### src/rtl/vcapPkg.sv
package vcapPkg;

  localparam int NUM_BASES = 4;
  localparam int IDX_W = $clog2(NUM_BASES);

  typedef enum logic [1:0] {
    FSEL_NONE = 2'd0,
    FSEL_ODD  = 2'd1,
    FSEL_EVEN = 2'd2,
    FSEL_BOTH = 2'd3
  } fieldSelT;

  typedef struct packed {
    logic             load;
    logic             step;
    logic [IDX_W-1:0] baseIdx;
  } vcapStrobeT;

  function automatic logic [2:0] sizeMask(input logic [1:0] sz);
    logic [2:0] m;
    case (sz)
      2'd0:    m = 3'b000;
      2'd1:    m = 3'b001;
      2'd2:    m = 3'b011;
      default: m = 3'b111;
    endcase
    return m;
  endfunction

endpackage

### src/rtl/vcapCtrl.sv
module vcapCtrl
  import vcapPkg::*;
(
  input  logic       clk,
  input  logic       rstN,
  input  logic       vsyncStb,
  input  logic       hsyncStb,
  input  logic       fieldOdd,
  input  logic       fenWr,
  input  logic [1:0] fenIn,
  input  logic       oneShotIn,
  input  logic       dblBufEn,
  output vcapStrobeT strb,
  output logic       capActive,
  output logic       frameDone,
  output logic [1:0] fenState
);

  fieldSelT fenR;
  fieldSelT fenAfter;
  logic     oneShotR;
  logic     capR;
  logic     capBothR;
  logic     capOsmR;
  logic     capOddR;
  logic     bufR;
  logic     bufNext;
  logic     doneR;
  logic     frameEnd;
  logic     startCap;
  logic     pairOpen;

  // a captured field completes a frame unless it is the odd half of a pair
  assign frameEnd = vsyncStb && capR && (!capBothR || !capOddR);
  assign pairOpen = capR && capBothR && capOddR;
  assign fenAfter = (frameEnd && capOsmR) ? FSEL_NONE : fenR;
  assign bufNext  = dblBufEn ? (bufR ^ frameEnd) : 1'b0;

  always_comb begin
    case (fenAfter)
      FSEL_ODD:  startCap = fieldOdd;
      FSEL_EVEN: startCap = !fieldOdd;
      FSEL_BOTH: startCap = fieldOdd || pairOpen;
      default:   startCap = 1'b0;
    endcase
  end

  always_comb begin
    strb.load    = vsyncStb && startCap;
    strb.step    = hsyncStb && capR && !vsyncStb;
    strb.baseIdx = {bufNext, !fieldOdd};
  end

  always_ff @(posedge clk or negedge rstN) begin
    if (!rstN) begin
      fenR     <= FSEL_NONE;
      oneShotR <= 1'b0;
    end else if (fenWr) begin
      fenR     <= fieldSelT'(fenIn);
      oneShotR <= oneShotIn;
    end else if (vsyncStb) begin
      fenR     <= fenAfter;
    end
  end

  always_ff @(posedge clk or negedge rstN) begin
    if (!rstN) begin
      capR     <= 1'b0;
      capBothR <= 1'b0;
      capOsmR  <= 1'b0;
      capOddR  <= 1'b0;
    end else if (vsyncStb) begin
      capR <= startCap;
      if (startCap) begin
        capBothR <= (fenAfter == FSEL_BOTH);
        capOsmR  <= oneShotR;
        capOddR  <= fieldOdd;
      end
    end
  end

  always_ff @(posedge clk or negedge rstN) begin
    if (!rstN) begin
      bufR  <= 1'b0;
      doneR <= 1'b0;
    end else begin
      bufR  <= bufNext;
      doneR <= frameEnd;
    end
  end

  assign capActive = capR;
  assign frameDone = doneR;
  assign fenState  = fenR;

  AST_OFF_NO_CAPTURE: assert property (@(posedge clk) disable iff (!rstN)
    (vsyncStb && fenR == FSEL_NONE) |=> !capR);

  AST_BOTH_STARTS_ODD: assert property (@(posedge clk) disable iff (!rstN)
    (vsyncStb && fenR == FSEL_BOTH && !fieldOdd && !pairOpen) |=> !capR);

  AST_SHOT_CLEARS: assert property (@(posedge clk) disable iff (!rstN)
    (frameEnd && capOsmR && !fenWr) |=> (fenR == FSEL_NONE));

  AST_DONE_AFTER_VSYNC: assert property (@(posedge clk) disable iff (!rstN)
    doneR |-> $past(vsyncStb));

  AST_BUF_ZERO_SINGLE: assert property (@(posedge clk) disable iff (!rstN)
    !dblBufEn |=> !bufR);

endmodule

### src/rtl/vcapAddrPath.sv
module vcapAddrPath
  import vcapPkg::*;
#(
  parameter int ADDR_W  = 32,
  parameter int PITCH_W = 16
) (
  input  logic               clk,
  input  logic               rstN,
  input  vcapStrobeT         strb,
  input  logic               baseWr,
  input  logic [IDX_W-1:0]   baseSel,
  input  logic [ADDR_W-1:0]  baseData,
  input  logic               pitchWr,
  input  logic [PITCH_W-1:0] pitchData,
  input  logic [1:0]         compSize,
  output logic [ADDR_W-1:0]  lineAddr,
  output logic [2:0]         firstOffset,
  output logic               offsetErr
);

  localparam int OFS_W = 3;

  logic [NUM_BASES-1:0][ADDR_W-1:0] baseQ;
  logic [PITCH_W-1:0]               pitchReg;
  logic [PITCH_W-1:0]               pitchR;
  logic [ADDR_W-1:0]                lineAddrR;
  logic [OFS_W-1:0]                 offR;
  logic                             errR;
  logic [ADDR_W-1:0]                selBase;
  logic [OFS_W-1:0]                 selOfs;
  logic                             misaligned;

  for (genvar g = 0; g < NUM_BASES; g++) begin : gBase
    logic [ADDR_W-1:0] baseR;
    always_ff @(posedge clk or negedge rstN) begin
      if (!rstN) begin
        baseR <= '0;
      end else if (baseWr && baseSel == IDX_W'(g)) begin
        baseR <= baseData;
      end
    end
    assign baseQ[g] = baseR;
  end

  always_ff @(posedge clk or negedge rstN) begin
    if (!rstN) begin
      pitchReg <= '0;
    end else if (pitchWr) begin
      pitchReg <= pitchData;
    end
  end

  assign selBase    = baseQ[strb.baseIdx];
  assign selOfs     = selBase[OFS_W-1:0];
  assign misaligned = (selOfs & sizeMask(compSize)) != '0;

  always_ff @(posedge clk or negedge rstN) begin
    if (!rstN) begin
      lineAddrR <= '0;
      pitchR    <= '0;
      offR      <= '0;
    end else if (strb.load) begin
      lineAddrR <= {selBase[ADDR_W-1:OFS_W], {OFS_W{1'b0}}};
      pitchR    <= pitchReg;
      offR      <= misaligned ? '0 : selOfs;
    end else if (strb.step) begin
      lineAddrR <= lineAddrR + ADDR_W'(pitchR);
    end
  end

  always_ff @(posedge clk or negedge rstN) begin
    if (!rstN) begin
      errR <= 1'b0;
    end else if (strb.load && misaligned) begin
      errR <= 1'b1;
    end
  end

  assign lineAddr    = lineAddrR;
  assign firstOffset = offR;
  assign offsetErr   = errR;

  AST_ADDR_HOLDS: assert property (@(posedge clk) disable iff (!rstN)
    (!strb.load && !strb.step) |=> $stable(lineAddrR));

  AST_STRIDE_HOLDS: assert property (@(posedge clk) disable iff (!rstN)
    !strb.load |=> $stable(pitchR));

  AST_ERR_STICKY: assert property (@(posedge clk) disable iff (!rstN)
    errR |=> errR);

  AST_ADDR_ALIGNED: assert property (@(posedge clk) disable iff (!rstN)
    strb.load |=> (lineAddrR[OFS_W-1:0] == '0));

endmodule

### src/rtl/vidCapAddr.sv
module vidCapAddr
  import vcapPkg::*;
#(
  parameter int ADDR_W  = 32,
  parameter int PITCH_W = 16
) (
  input  logic               clk,
  input  logic               rstN,
  input  logic               vsyncStb,
  input  logic               hsyncStb,
  input  logic               fieldOdd,
  input  logic               fenWr,
  input  logic [1:0]         fenIn,
  input  logic               oneShotIn,
  input  logic               baseWr,
  input  logic [1:0]         baseSel,
  input  logic [ADDR_W-1:0]  baseData,
  input  logic               pitchWr,
  input  logic [PITCH_W-1:0] pitchData,
  input  logic [1:0]         compSize,
  input  logic               dblBufEn,
  output logic               captureActive,
  output logic [ADDR_W-1:0]  lineAddr,
  output logic [2:0]         firstOffset,
  output logic               frameDone,
  output logic               offsetErr,
  output logic [1:0]         fieldEnState
);

  vcapStrobeT strb;

  vcapCtrl i_ctrl (
    .clk       (clk),
    .rstN      (rstN),
    .vsyncStb  (vsyncStb),
    .hsyncStb  (hsyncStb),
    .fieldOdd  (fieldOdd),
    .fenWr     (fenWr),
    .fenIn     (fenIn),
    .oneShotIn (oneShotIn),
    .dblBufEn  (dblBufEn),
    .strb      (strb),
    .capActive (captureActive),
    .frameDone (frameDone),
    .fenState  (fieldEnState)
  );

  vcapAddrPath #(
    .ADDR_W  (ADDR_W),
    .PITCH_W (PITCH_W)
  ) i_path (
    .clk         (clk),
    .rstN        (rstN),
    .strb        (strb),
    .baseWr      (baseWr),
    .baseSel     (baseSel),
    .baseData    (baseData),
    .pitchWr     (pitchWr),
    .pitchData   (pitchData),
    .compSize    (compSize),
    .lineAddr    (lineAddr),
    .firstOffset (firstOffset),
    .offsetErr   (offsetErr)
  );

endmodule

### config.mk
export PLATFORM = sky130hd
export DESIGN_NAME = vidCapAddr
export DESIGN_NICKNAME = d
export VERILOG_FILES = /design/src/rtl/vcapPkg.sv /design/src/rtl/vcapCtrl.sv /design/src/rtl/vcapAddrPath.sv /design/src/rtl/vidCapAddr.sv
export SDC_FILE = /design/constraint.sdc
export NUM_CORES = 1
export LEC_CHECK = 0
export BUFFER_PORTS_ARGS = -buffer_cell sky130_fd_sc_hd__buf_2
export CAP_MARGIN = 20
export CORE_ASPECT_RATIO = 2
export CORE_MARGIN = 2
export CORE_UTILIZATION = 64
export CTS_CLUSTER_SIZE = 12
export DETAILED_ROUTE_END_ITERATION = 12
export GPL_ROUTABILITY_DRIVEN = 0
export PLACE_DENSITY = 0.86
export SYNTH_ARGS = -nofsm -noshare
export SYNTH_HDL_FRONTEND = slang
export SYNTH_HIERARCHICAL = 1
export SYNTH_SLANG_ARGS = --single-unit
### constraint.sdc
create_clock -name clk -period 5.08 [get_ports clk]
set_input_delay 1.016 -clock clk [delete_from_list [all_inputs] [get_ports clk]]
set_output_delay 1.016 -clock clk [all_outputs]
set_load 0.01 [all_outputs]
# Word-level counts from Yosys, hierarchy flattened
# Cells that the tools add are included.
classes:
  n_bitwise: 2
  order_cmp: 1
  muxes: 11
  n_eq_ne: 8
  add_sub_neg: 1
  n_reduce_logical: 25
op_table:
  columns: ["operator", "n"]
  rows:
  - ["$mux 32", 3]
  - ["$bmux 32 s2", 1]
  - ["$add 32x16->32", 1]
  - ["$logic_and 1x1->1", 13]
  - ["$eq 2x2->1 const B", 5]
  - ["$pmux 3 s3", 1]
  - ["$eq 2x1->1 const B", 3]
  - ["$mux 2", 3]
  - ["$logic_not 1->1", 4]
  - ["$logic_not 2->1", 2]
  - ["$reduce_bool 2->1", 2]
  - ["$and 3x3->3", 1]
  - ["$lt 2x3->1 const B", 1]
  - ["$mux 3", 1]
  - ["$pmux 1 s3", 1]
  - ["$reduce_bool 3->1", 1]
  - ["$logic_or 1x1->1", 2]
  - ["$reduce_and 2->1", 1]
  - ["$mux 1", 1]
  - ["$xor 1x1->1", 1]
word_totals:
  wordCells: 65
  ff_bits: 205
  output_inout_bits: 40
  in_bits: 64

# Longest topological paths before layout
# Gate-level depths: netlist (run 1).
logic_depth:
  word_depth: 10
  ltp_mapped: 10
  depth_no_buf: 9

# By module
# The synthesis (run 1) kept the hierarchy.
by_module_without_submodules:
  columns: ["module", "area_each_um2", "cells_each", "seq_area_each_um2", "instances"]
  rows:
  - ["vcapAddrPath", 9551.7, 716, 4904.7, 1]
  - ["vcapCtrl", 475.5, 47, 225.2, 1]

# Least setup slack after synthesis (run 1)
# No wires, ideal clock.
synth_timing:
  path_kind: "input to register"
  startpoint: "input port vsyncStb"
  endpoint: "register i_path.lineAddrR[14], in the netlist i_path/lineAddr[14]"
  required_time_ps: 4949
  path_slack_ps: 2134
  setup_time_ps: 131
  path_buffers: 3
  t_arrival_ps: 2815
  stages: 9
  cell_sequence: "nand2_1 or3_1 a21boi_1 buf_4 buf_2 buf_1 mux4_2 a22oi_1 nand3_1"
synth_via:
  word_cells_on_any_way: 17
  cone_classes: "eq/ne (3); mux (6); bitwise (1); reduce/logical (7)"
synth_rtl:
  columns: ["element", "line", "rtl"]
  rows:
  - ["start: declaration", "vidCapAddr.sv:9", "input logic vsyncStb,"]
  - ["$logic_and 1x1->1 (2 in a row)", "vcapCtrl.sv:34", "assign frameEnd = vsyncStb && capR && (!capBothR || !capOddR);"]
  - ["$xor 1x1->1", "vcapCtrl.sv:37", "assign bufNext = dblBufEn ? (bufR ^ frameEnd) : 1'b0;"]
  - ["$mux 1", "vcapCtrl.sv:37", null]
  - ["net i_ctrl.bufNext", "vcapCtrl.sv:27", "logic bufNext;"]
  - ["$bmux 32 s2", "vcapAddrPath.sv:53", "assign selBase = baseQ[strb.baseIdx];"]
  - ["$mux 32 (not written as such)", "vcapAddrPath.sv:53", null]
  - ["$mux 32", "vcapAddrPath.sv:62", "end else if (strb.load) begin"]
  - ["end signal: assignment", "vcapAddrPath.sv:63", "lineAddrR <= {selBase[ADDR_W-1:OFS_W], {OFS_W{1'b0}}};"]
  - ["end signal: assignment", "vcapAddrPath.sv:67", "lineAddrR <= lineAddrR + ADDR_W'(pitchR);"]
  - ["end: declaration", "vcapAddrPath.sv:26", "logic [ADDR_W-1:0] lineAddrR;"]
# The timed path passes the listed nets, and every way through them passes these cells. The select of a mux whose other input is x is not followed.
# A chain may end at the register's enable or synchronous reset.

==> metrics, run 1 <==
status=completed; Fin. Hold Viols=0; Worst R2R Setup Slack=2.11 ns; clock slew at reported path FFs=0.06 ns; average wire per standard cell=22.2 um; Initial Util=65.6%; Setup WS post-layout=1.99 ns; RSZ-0062 raised after global routing=false; post-synthesis cell type count=79; maxcap violations=0; data required time at the worst endpoint=5.45 ns; Remaining Overflow, GRT=0; core area=15,300 um^2; Die W=92.5 um; # DRC=0; Fillers=979; Detailed Routing Iterations Pass 1=6; static leakage=4.92 nW; crit-path max FO=18; post-cts sizing count=0; CTS sink count=205; Area Growth Syn to Fin=13.0%; CTS max path bufs=3; die height=181 um; max_slew headroom=41.2%; crit end category=flop; # rows=64; Routed Antenna Nets=0; via count=7,044; Cells after Synth=763; GRT Total Usage=29.2%; CTS tree=yes; Synth top area share=51.2%; Setup Buffers After CTS=0; Clk Latency, worst-skew pair=0.50 ns; hold crit path type=input pin to async pin; number of synthesized flops with an enable pin=0; I/O Buffers=103; Startpoint Class=input pin; Post-synth ARST share=100%; period utilization=60.7%; first-iteration detailed-routing DRC count=514; Synth Flop Type=dfrtp_1; kind of critical path=input pin to flop; Fin Setup TNS=0 ns; cts hold-fix bufs=0; Data arrival, critical path=3.46 ns; synthesized flop and latch total=205; final setup fails=0; drt total wl=23.7 mm; htree depth=1; Ys Warns=6; post-DP HPWL=16.0 mm; most frequent cells in the layout=205 x dfrtp_1, 161 x mux2_2, 102 x buf_2, 38 x nand2_1; worst slack at placement=1.55 ns; I/O pins=104; sequential-to-total area share from yosys stat=51.2%; Final Cell Area=11,300 um^2; clk root buf=clkbuf_16; nets@finish=941; Cell Pwr Density=520 nW/um^2; layout cells sized above 1=41.1%; mapped cell area=10,000 um^2; first-pass GRT wire length=38.7 mm; CTS buffer count=21; vias in the first global route=7,783; Worst Tran Pin Value=0.882 ns; Vias per Instance=6.61; Slew Viols, Final=0; Final Skew=0.00946 ns; max frequency=324 MHz; initial antenna violation count=2; min cycle time layout=3.09 ns; top area cells in the synthesized netlist=dfrtp_1 51%, mux2_2 18%, mux4_2 7.0%; largest net degree at the start of global routing=139; placed instance area=10,700 um^2; post-synth top area cell=dfrtp_1; die area=16,700 um^2; Syn Area/Cell=13.1 um^2; Mapped Nets=844; VDD IR-drop max=0.000308 V; Power Total=5.89 mW; most common cell after layout, fill and taps aside=dfrtp_1
## final timing paths
path / from / endpoint / cells after the start
worst max-delay path: vsyncStb / i_path/lineAddr[16]$_DFFE_PN0P_ / 8
worst min-delay path: rstN / i_ctrl/frameDone$_DFF_PN0_ / 1
worst max register to register: i_ctrl/capBothR$_DFFE_PN0P_ / i_path/lineAddr[16]$_DFFE_PN0P_ / 7
worst min register to register: i_path/offsetErr$_DFFE_PN0P_ / i_path/offsetErr$_DFFE_PN0P_ / 1
max in group asynchronous: rstN / i_path/gBase[3].baseR[25]$_DFFE_PN0P_ / 2
min in group clk: i_path/offsetErr$_DFFE_PN0P_ / i_path/offsetErr$_DFFE_PN0P_ / 1
## state kept, by name (all words and copies together) (netlist names), 2 cells and up
| name | count |
|---|---|
| i_path/lineAddr | 32 |
| i_path/firstOffset | 3 |
| i_ctrl/fenState | 2 |
| i_path/pitchReg | 16 |
| i_path/pitchR | 16 |
| i_path/gBase.baseR | 128 |
## power breakdown
part	switching (mW)	internal [mW]
Clock	0.596	0.789
Sequential	0.293	2.03
Combinational	1.21	0.971
## final cells by class
cell class              instances  area [um^2]  share of cell area (%)
clock buffers                  29          586                    5.17
inverters                      20         75.1                   0.662
diodes                          2         5.00                  0.0442
flip-flops and latches        205         5130                    45.3
multi-input cells             498         4640                    40.9
repair buffers                114          652                    5.75
well taps                     198          248                    2.19
## Yosys cell counts, drive strengths merged (7+ instances only)
| cell type | instances |
|---|---|
| buf | 18 |
| a22oi | 12 |
| nand4 | 8 |
| ha | 16 |
| a21oi | 21 |
| mux2 | 162 |
| clkbuf | 22 |
| a21o | 8 |
| o21ai | 18 |
| dfrtp | 205 |
| nor2b | 8 |
| inv | 19 |
| nand3 | 28 |
| mux2i | 7 |
| nor3 | 8 |
| nor2 | 32 |
| o211ai | 9 |
| nand2 | 39 |
| mux4 | 32 |
## per-stage QoR
step | cells | hold slack (ns) | util (%)
6_report | 1066 | 0.417 | 74.1
5_1_grt | 1066 | 0.430 | 74.1
4_1_cts | 1063 | 0.484 | 73.9
3_5_place_dp | 1034 | 0.471 | 70.1
3_3_place_gp | 1033 | 0.443 | 69.9
2_1_floorplan | 763 | 0.449 | -
## metal layers
| layer | vias up | global-route usage, % | wire, um |
|---|---|---|---|
| met3 | 113 | 3.88 | 1190 |
| li1 | 3052 | - | - |
| met5 | - | 0 | 0 |
| met2 | 304 | 51.9 | 12900 |
| met4 | 0 | 17.9 | 1310 |
| met1 | 3575 | 32.4 | 8260 |
## critical path: stages
cell	delay, ns
buf_2	0.17
nand2_1	0.15
or3_1	0.38
a21boi_4	0.56
buf_4	0.42
mux4_2	0.34
a221oi_1	0.29
nand3_1	0.11
## logic make-up (layout without fill, tap and decap cells)
logic type | after synthesis | after routing | share of synthesized area (%)
and+or+nand+nor | 155 | 155 | 8.12
muxes | 201 | 201 | 26.2
xor gates and xnor gates | 7 | 7 | 0.611
adders and majority gates | 17 | 17 | 2.20
AOI/OAI and AO/OA | 118 | 118 | 8.90
DFF | 205 | 205 | 51.2
buffers and inverters | 60 | 163 | 2.86
other | 0 | 2 | 0
Note: power is estimated with default switching activity, not from simulation.
==> inputs of run 2 (changes only) <==
CORE_UTILIZATION = 54   (was 64)
PLACE_DENSITY = 0.77   (was 0.86)
clock period = 2.72 ns   (was 5.08 ns; I/O delays follow)
==> run 2 against run 1 <==
Net effect:
- sequential share of layout area fell by 0.55 points
- setup slack got worse by 1.8 ns
- critical path type is now flop to flop
- global-route usage is 6.0 points lower
- clock power rose by 81%
- clock skew increased by 0.013 ns
==> metrics, run 2 (synthesized netlist as in run 1, its figures left out) <==
Final Cell Area=11,500 um^2 (was 11,300 um^2); placed instance area=10,900 um^2 (was 10,700 um^2); status=completed (unchanged); # DRC=0 (unchanged); most frequent cells in the layout=205 x dfrtp_1, 161 x mux2_2, 102 x buf_2, 38 x nand2_1 (unchanged); Largest register FFs=128 (unchanged); min cycle time layout=2.57 ns; die area=19,700 um^2 (was 16,700 um^2); CTS tree=yes (unchanged); Initial Util=55.0% (was 65.6%); layout cells sized above 1=42.0% (was 41.1%); I/O pins=104 (unchanged); Startpoint Class=flop (was input pin); first-iteration detailed-routing DRC count=271 (was 514); hold crit path type=input pin to flop (was input pin to async pin); static leakage=4.98 nW (was 4.92 nW); Fin. Hold Viols=0 (unchanged); period utilization=94.3%; die height=197 um (was 181 um); Fin Setup TNS=0 ns (unchanged); Psw=3.82 mW (was 2.10 mW); VDD IR-drop max=0.000557 V (was 0.000308 V); Worst Tran Pin Value=0.619 ns (was 0.882 ns); WHS=0.249 ns (was 0.417 ns); CTS buffer count=21 (unchanged); max frequency=390 MHz; data required time at the worst endpoint=3.15 ns (was 5.45 ns); CTS sink count=205 (unchanged); largest net degree at the start of global routing=58 (was 139); max_slew headroom=58.1% (was 41.2%); Cell Pwr Density=949 nW/um^2 (was 520 nW/um^2); nets@finish=957 (was 941); kind of critical path=flop to flop (was input pin to flop); CTS max path bufs=3 (unchanged); most common cell after layout, fill and taps aside=dfrtp_1 (unchanged); Final Skew=0.0225 ns (was 0.00946 ns); Data arrival, critical path=2.99 ns (was 3.46 ns); core area=18,200 um^2 (was 15,300 um^2); Remaining Overflow, GRT=0 (unchanged); drt total wl=22.0 mm (was 23.7 mm); via count=6,712 (was 7,044); Detailed Routing Iterations Pass 1=4 (was 6); switch share=35.1% (was 35.6%); clk root buf=clkbuf_16 (unchanged); sequential share of power=39.7% (was 39.5%); crit end category=flop (unchanged); initial antenna violation count=0 (was 2); Clk Latency, worst-skew pair=0.51 ns (was 0.50 ns); Slew Viols, Final=0 (unchanged); # rows=70 (was 64); I/O Buffers=103 (unchanged); GRT Total Usage=23.2% (was 29.2%); first-pass GRT wire length=36.3 mm (was 38.7 mm); n_diodes=0 (was 2); Vias per Instance=6.12 (was 6.61); maxcap violations=0 (unchanged); combinational power share=37.3% (was 37.0%); final setup fails=0 (unchanged); clock slew at reported path FFs=0.06 ns (about the same); crit-path max FO=5 (was 18); Routed Antenna Nets=0 (unchanged); internal power=7.07 mW (was 3.79 mW); Area Growth Syn to Fin=14.4% (was 13.0%); clock share of power=23.0% (was 23.5%); htree depth=1 (unchanged); average wire per standard cell=20.1 um (was 22.2 um); Top reg by flops=i_path/gBase.baseR (unchanged); vias in the first global route=7,138 (was 7,783); post-DP HPWL=15.6 mm (was 16.0 mm); Die W=100 um (was 92.5 um); RSZ-0062 raised after global routing=false (unchanged)
-- run 2: changes by cell type in the layout (fill, tap and decap cells not counted), sizes merged --
| cell | change |
|---|---|
| dlygate4sd3 | +1 |
| diode | -2 |
| buf | +15 |
| inv | +2 |
| clkbuf | -4 |
-- run 2: final timing paths --
kind / start / to / slack, ns / depth (start not counted)
setup / recovery: i_path/lineAddr[0]$_DFFE_PN0P_ / i_path/lineAddr[18]$_DFFE_PN0P_ / 0.15 / 10
max in group asynchronous: rstN / i_path/gBase[1].baseR[22]$_DFFE_PN0P_ / 1.42 / 3
min in group asynchronous: rstN / i_path/lineAddr[2]$_DFFE_PN0P_ / 0.56 / 2
hold / removal: fenIn[1] / i_ctrl/fenState[1]$_DFFE_PN0P_ / 0.25 / 3
setup reg to reg: i_path/lineAddr[0]$_DFFE_PN0P_ / i_path/lineAddr[18]$_DFFE_PN0P_ / 0.15 / 10
hold reg to reg: i_path/offsetErr$_DFFE_PN0P_ / i_path/offsetErr$_DFFE_PN0P_ / 0.47 / 1
-- run 2: what timing repair did --
item | in CTS | in global routing
hold buffers | 1 | 0
setup endpoints to repair | 0 | 4
endpoints found under the hold margin | 10 | 0
buffers inserted | 0 | 0
gates resized for setup | 0 | 1
-- run 2: per-stage QoR --
step | std cells | setup slack, ns | total power [mW] | utilization [%]
6_report | 1096 | 0.154 | 10.9 | 63.0
5_1_grt | 1096 | 0.0587 | 11.6 | 63.0
4_1_cts | 1096 | 0.126 | 10.9 | 62.9
3_5_place_dp | 1068 | 0.120 | 8.40 | 59.8
3_3_place_gp | 1068 | 0.154 | 8.27 | 59.8
2_1_floorplan | 763 | 0.177 | 7.16 | -
-- run 2: area by class of cell --
cell class                      count  area [um^2]
Clock buffer                       25          541
Clock inverter                      2         17.5
Fill cell                        1411         6740
Inverter                           20         75.1
Multi-Input combinational cell    498         4650
Sequential cell                   205         5130
Tap cell                          216          270
Timing Repair Buffer              130          792
-- run 2: power by group through the flow --
stage / registers (mW) / clock network, mW / logic (mW)
3_3_place_gp: 4.34 / 0 / 3.93
3_5_place_dp: 4.37 / 0 / 4.03
6_report: 4.32 / 2.51 / 4.06
5_1_grt: 4.42 / 2.70 / 4.45
2_1_floorplan: 4.29 / 0 / 2.87
4_1_cts: 4.32 / 2.57 / 4.04
-- run 2: metal layers --
layer | routed length [um] | GRT usage (%) | vias up
li1 | - | - | 3064
met1 | 8210 | 27.3 | 3389
met2 | 12000 | 41.8 | 192
met3 | 906 | 2.91 | 67
met4 | 898 | 9.99 | 0
met5 | 0 | 0 | -
-- run 2: critical path: stages, from the launching register on --
cell and delay (ns):
dfrtp_1 0.40, ha_1 0.23, inv_1 0.08, fa_1 0.18
and2b_1 0.21, o2111ai_2 0.25, a21oi_2 0.13, buf_4 0.17
o2111a_1 0.27, or4b_1 0.47, nand3_1 0.09
==> inputs of run 3 (changes only) <==
REMOVE_ABC_BUFFERS = 1   (was unset)
==> run 3 against run 2 <==
Net effect:
- the run now ends with hold timing left
- setup slack gained 0.029 ns
- register-to-register slack gained 0.03 ns
- clock skew shrank 0.017 ns
- first-iteration DRC count grew 68%
- final area shrank 0.23%
- combinational power shrank 1%
- sequential share of layout area grew 0.10 points
- critical path depth shrank 3
- routed wire length grew 3.4%
- critical path type unchanged
- highest routed layer unchanged
==> metrics, run 3 (synthesized netlist as in run 1, its figures left out) <==
status=complete, but fails checks (was completed); failing checks=hold timing; VDD IR-drop max=0.000547 V (was 0.000557 V); CP max stage cell=dfrtp_1 (was or4b_1); drt total wl=22.7 mm (was 22.0 mm); Largest register FFs=128 (unchanged); static leakage=4.97 nW (was 4.98 nW); Buf/Inv on CP=0 (was 2); Remaining Overflow, GRT=0 (unchanged); layout cells sized above 1=41.9% (was 42.0%); final setup fails=0 (unchanged); Worst Tran Pin Value=0.624 ns (was 0.619 ns); Fin Setup TNS=0 ns (unchanged); maxcap violations=0 (unchanged); die height=197 um (unchanged); Area Growth Syn to Fin=14.2% (was 14.4%); Data arrival, critical path=2.92 ns (was 2.99 ns); Initial Util=55.0% (unchanged); crit-path max FO=7 (was 5); Detailed Routing Iterations Pass 1=4 (unchanged); most frequent cells in the layout=205 x dfrtp_1, 161 x mux2_2, 102 x buf_2, 38 x nand2_1 (unchanged); Worst path most repeated cell=o21ai_0; first-pass GRT wire length=36.8 mm (was 36.3 mm); n_diodes=0 (unchanged); Finished Layout Cells=1,096 (unchanged); dpl cells=1,067 (was 1,068); Top reg by flops=i_path/gBase.baseR (unchanged); cts hold-fix bufs=0 (was 1); CTS max path bufs=3 (unchanged); I/O pins=104 (unchanged); Routed Antenna Nets=0 (unchanged); max_slew headroom=57.7% (was 58.1%); average wire per standard cell=20.8 um (was 20.1 um); Fin. Hold Viols=3 (was 0); min cycle time layout=2.54 ns (was 2.57 ns); # rows=70 (unchanged); I/O Buffers=103 (unchanged); hold crit path type=input pin to async pin (was input pin to flop); first-iteration detailed-routing DRC count=454 (was 271); combinational power share=36.9% (was 37.3%); clk root buf=clkbuf_16 (unchanged); Clk Latency, worst-skew pair=0.49 ns (was 0.51 ns); Final Skew=0.00585 ns (was 0.0225 ns); Crit path largest cell delay=0.41 ns (was 0.47 ns); initial antenna violation count=0 (unchanged); max frequency=394 MHz (was 390 MHz); Die W=100 um (unchanged); grt met1 use=29.1% (was 27.3%); combined area of the multi-input logic cells=4660 um^2 (was 4650 um^2); Slew Viols, Final=0 (unchanged); switch share=34.9% (was 35.1%); kind of critical path=flop to flop (unchanged); Cell Pwr Density=948 nW/um^2 (was 949 nW/um^2); met3 usage=3.40% (was 2.91%); delay-heaviest family, CP=compound AO/OA/AOI/OAI gates (was simple AND/OR/NAND/NOR gates); clock slew at reported path FFs=0.06 ns (about the same); internal power=7.07 mW (about the same); core area=18,200 um^2 (unchanged); Top Usage Layer GRT=met2 (unchanged); post-DP HPWL=15.8 mm (was 15.6 mm); GRT Total Usage=23.6% (was 23.2%); CTS sink count=205 (unchanged); clock share of power=23.0% (about the same); CTS buffer count=21 (unchanged); register area=5130 um^2 (unchanged); period utilization=93.3% (was 94.3%); vias in the first global route=7,085 (was 7,138); data required time at the worst endpoint=3.10 ns (was 3.15 ns); # DRC=0 (unchanged); Startpoint Class=flop (unchanged); largest net degree at the start of global routing=69 (was 58); sequential share of power=40.0% (was 39.7%); CTS tree=yes (unchanged); nets@finish=955 (was 957); Psw=3.78 mW (was 3.82 mW); crit end category=flop (unchanged); RR Startpoint=i_ctrl/capBothR$_DFFE_PN0P_ (was i_path/lineAddr[0]$_DFFE_PN0P_); Critical path origin=i_ctrl/capBothR$_DFFE_PN0P_ (was i_path/lineAddr[0]$_DFFE_PN0P_); die area=19,700 um^2 (unchanged); RSZ-0062 raised after global routing=false (unchanged); GR Util met2=40.9% (was 41.8%); htree depth=1 (unchanged); most common cell after layout, fill and taps aside=dfrtp_1 (unchanged); Fillers=1,431 (was 1,411); critical-path cell list=and2_1 -> or3_1 -> a21boi_4 -> mux4_2 -> o21ai_0 -> o21ai_0 -> a21o_1 (was ha_1 -> inv_1 -> fa_1 -> and2b_1 -> o2111ai_2 -> a21oi_2 -> buf_4 -> o2111a_1 -> or4b_1 -> nand3_1); Vias per Instance=6.17 (was 6.12); WHS=-0.00163 ns (was 0.249 ns); via count=6,760 (was 6,712)
run 3: cell types whose count changed in the layout (fill, tap and decap cells not counted), sizes merged:
cell,before,now
inv,21,19
clkinv,1,2
buf,128,127
clkbuf,26,29
dlygate4sd3,1,0
run 3: final cells by class:
cell class / count / share of cell area [%]
clock inverter: 1 / 0.0437
tap: 216 / 2.36
clock buffer: 28 / 4.91
sequential: 205 / 44.8
timing repair buffer: 128 / 6.55
inverter: 20 / 0.656
multi-input combinational: 498 / 40.7
run 3: power groups by stage:
stage | logic, mW | registers [mW] | clock network (mW)
floorplan | 2.82 | 4.29 | 0
global route | 4.41 | 4.43 | 2.70
detailed placement | 3.97 | 4.38 | 0
finish | 4.01 | 4.35 | 2.50
CTS | 3.99 | 4.34 | 2.57
global placement | 3.88 | 4.35 | 0
run 3: path summary, 6_finish.rpt:
kind	end	slack, ns	cells past startpoint
max	i_path/offsetErr$_DFFE_PN0P_	0.18	7
min	i_path/gBase[3].baseR[5]$_DFFE_PN0P_	-0.002	1
max reg2reg	i_path/offsetErr$_DFFE_PN0P_	0.18	7
min reg2reg	i_path/pitchR[1]$_DFFE_PN0P_	0.49	2
max in group asynchronous	i_path/gBase[0].baseR[26]$_DFFE_PN0P_	1.98	2
min in group clk	i_ctrl/fenState[1]$_DFFE_PN0P_	0.27	3
run 3: through the flow:
stage / worst slack [ns] / total power, mW / util (%) / area, um^2 / hold slack (ns)
2_1_floorplan: -2.62 / 7.11 / - / 9820 / 0.248
3_3_place_gp: 0.161 / 8.23 / 59.6 / 10900 / 0.464
3_5_place_dp: 0.0917 / 8.35 / 59.6 / 10900 / 0.466
4_1_cts: 0.0696 / 10.9 / 62.7 / 11400 / 0.0137
5_1_grt: 0.0702 / 11.5 / 62.8 / 11400 / 0.0290
6_report: 0.183 / 10.9 / 62.8 / 11400 / -0.00163
run 3: per-layer routing:
layer	share of wire (%)	wire (um)
met5	0	0
met4	4.4	993
met3	4.5	1030
met2	52	11900
met1	39	8790
run 3: what timing repair did:
item                       4_1_cts  5_1_grt
gates resized for setup          0        2
hold endpoints to repair         0        0
setup buffers                    0        0
setup endpoints to repair        0        6
run 3: worst register-to-register path: stages (launching register included):
cell and delay [ns]:
dfrtp_1 0.41, and2_1 0.24, or3_1 0.41, a21boi_4 0.36
mux4_2 0.39, o21ai_0 0.18, o21ai_0 0.21, a21o_1 0.23
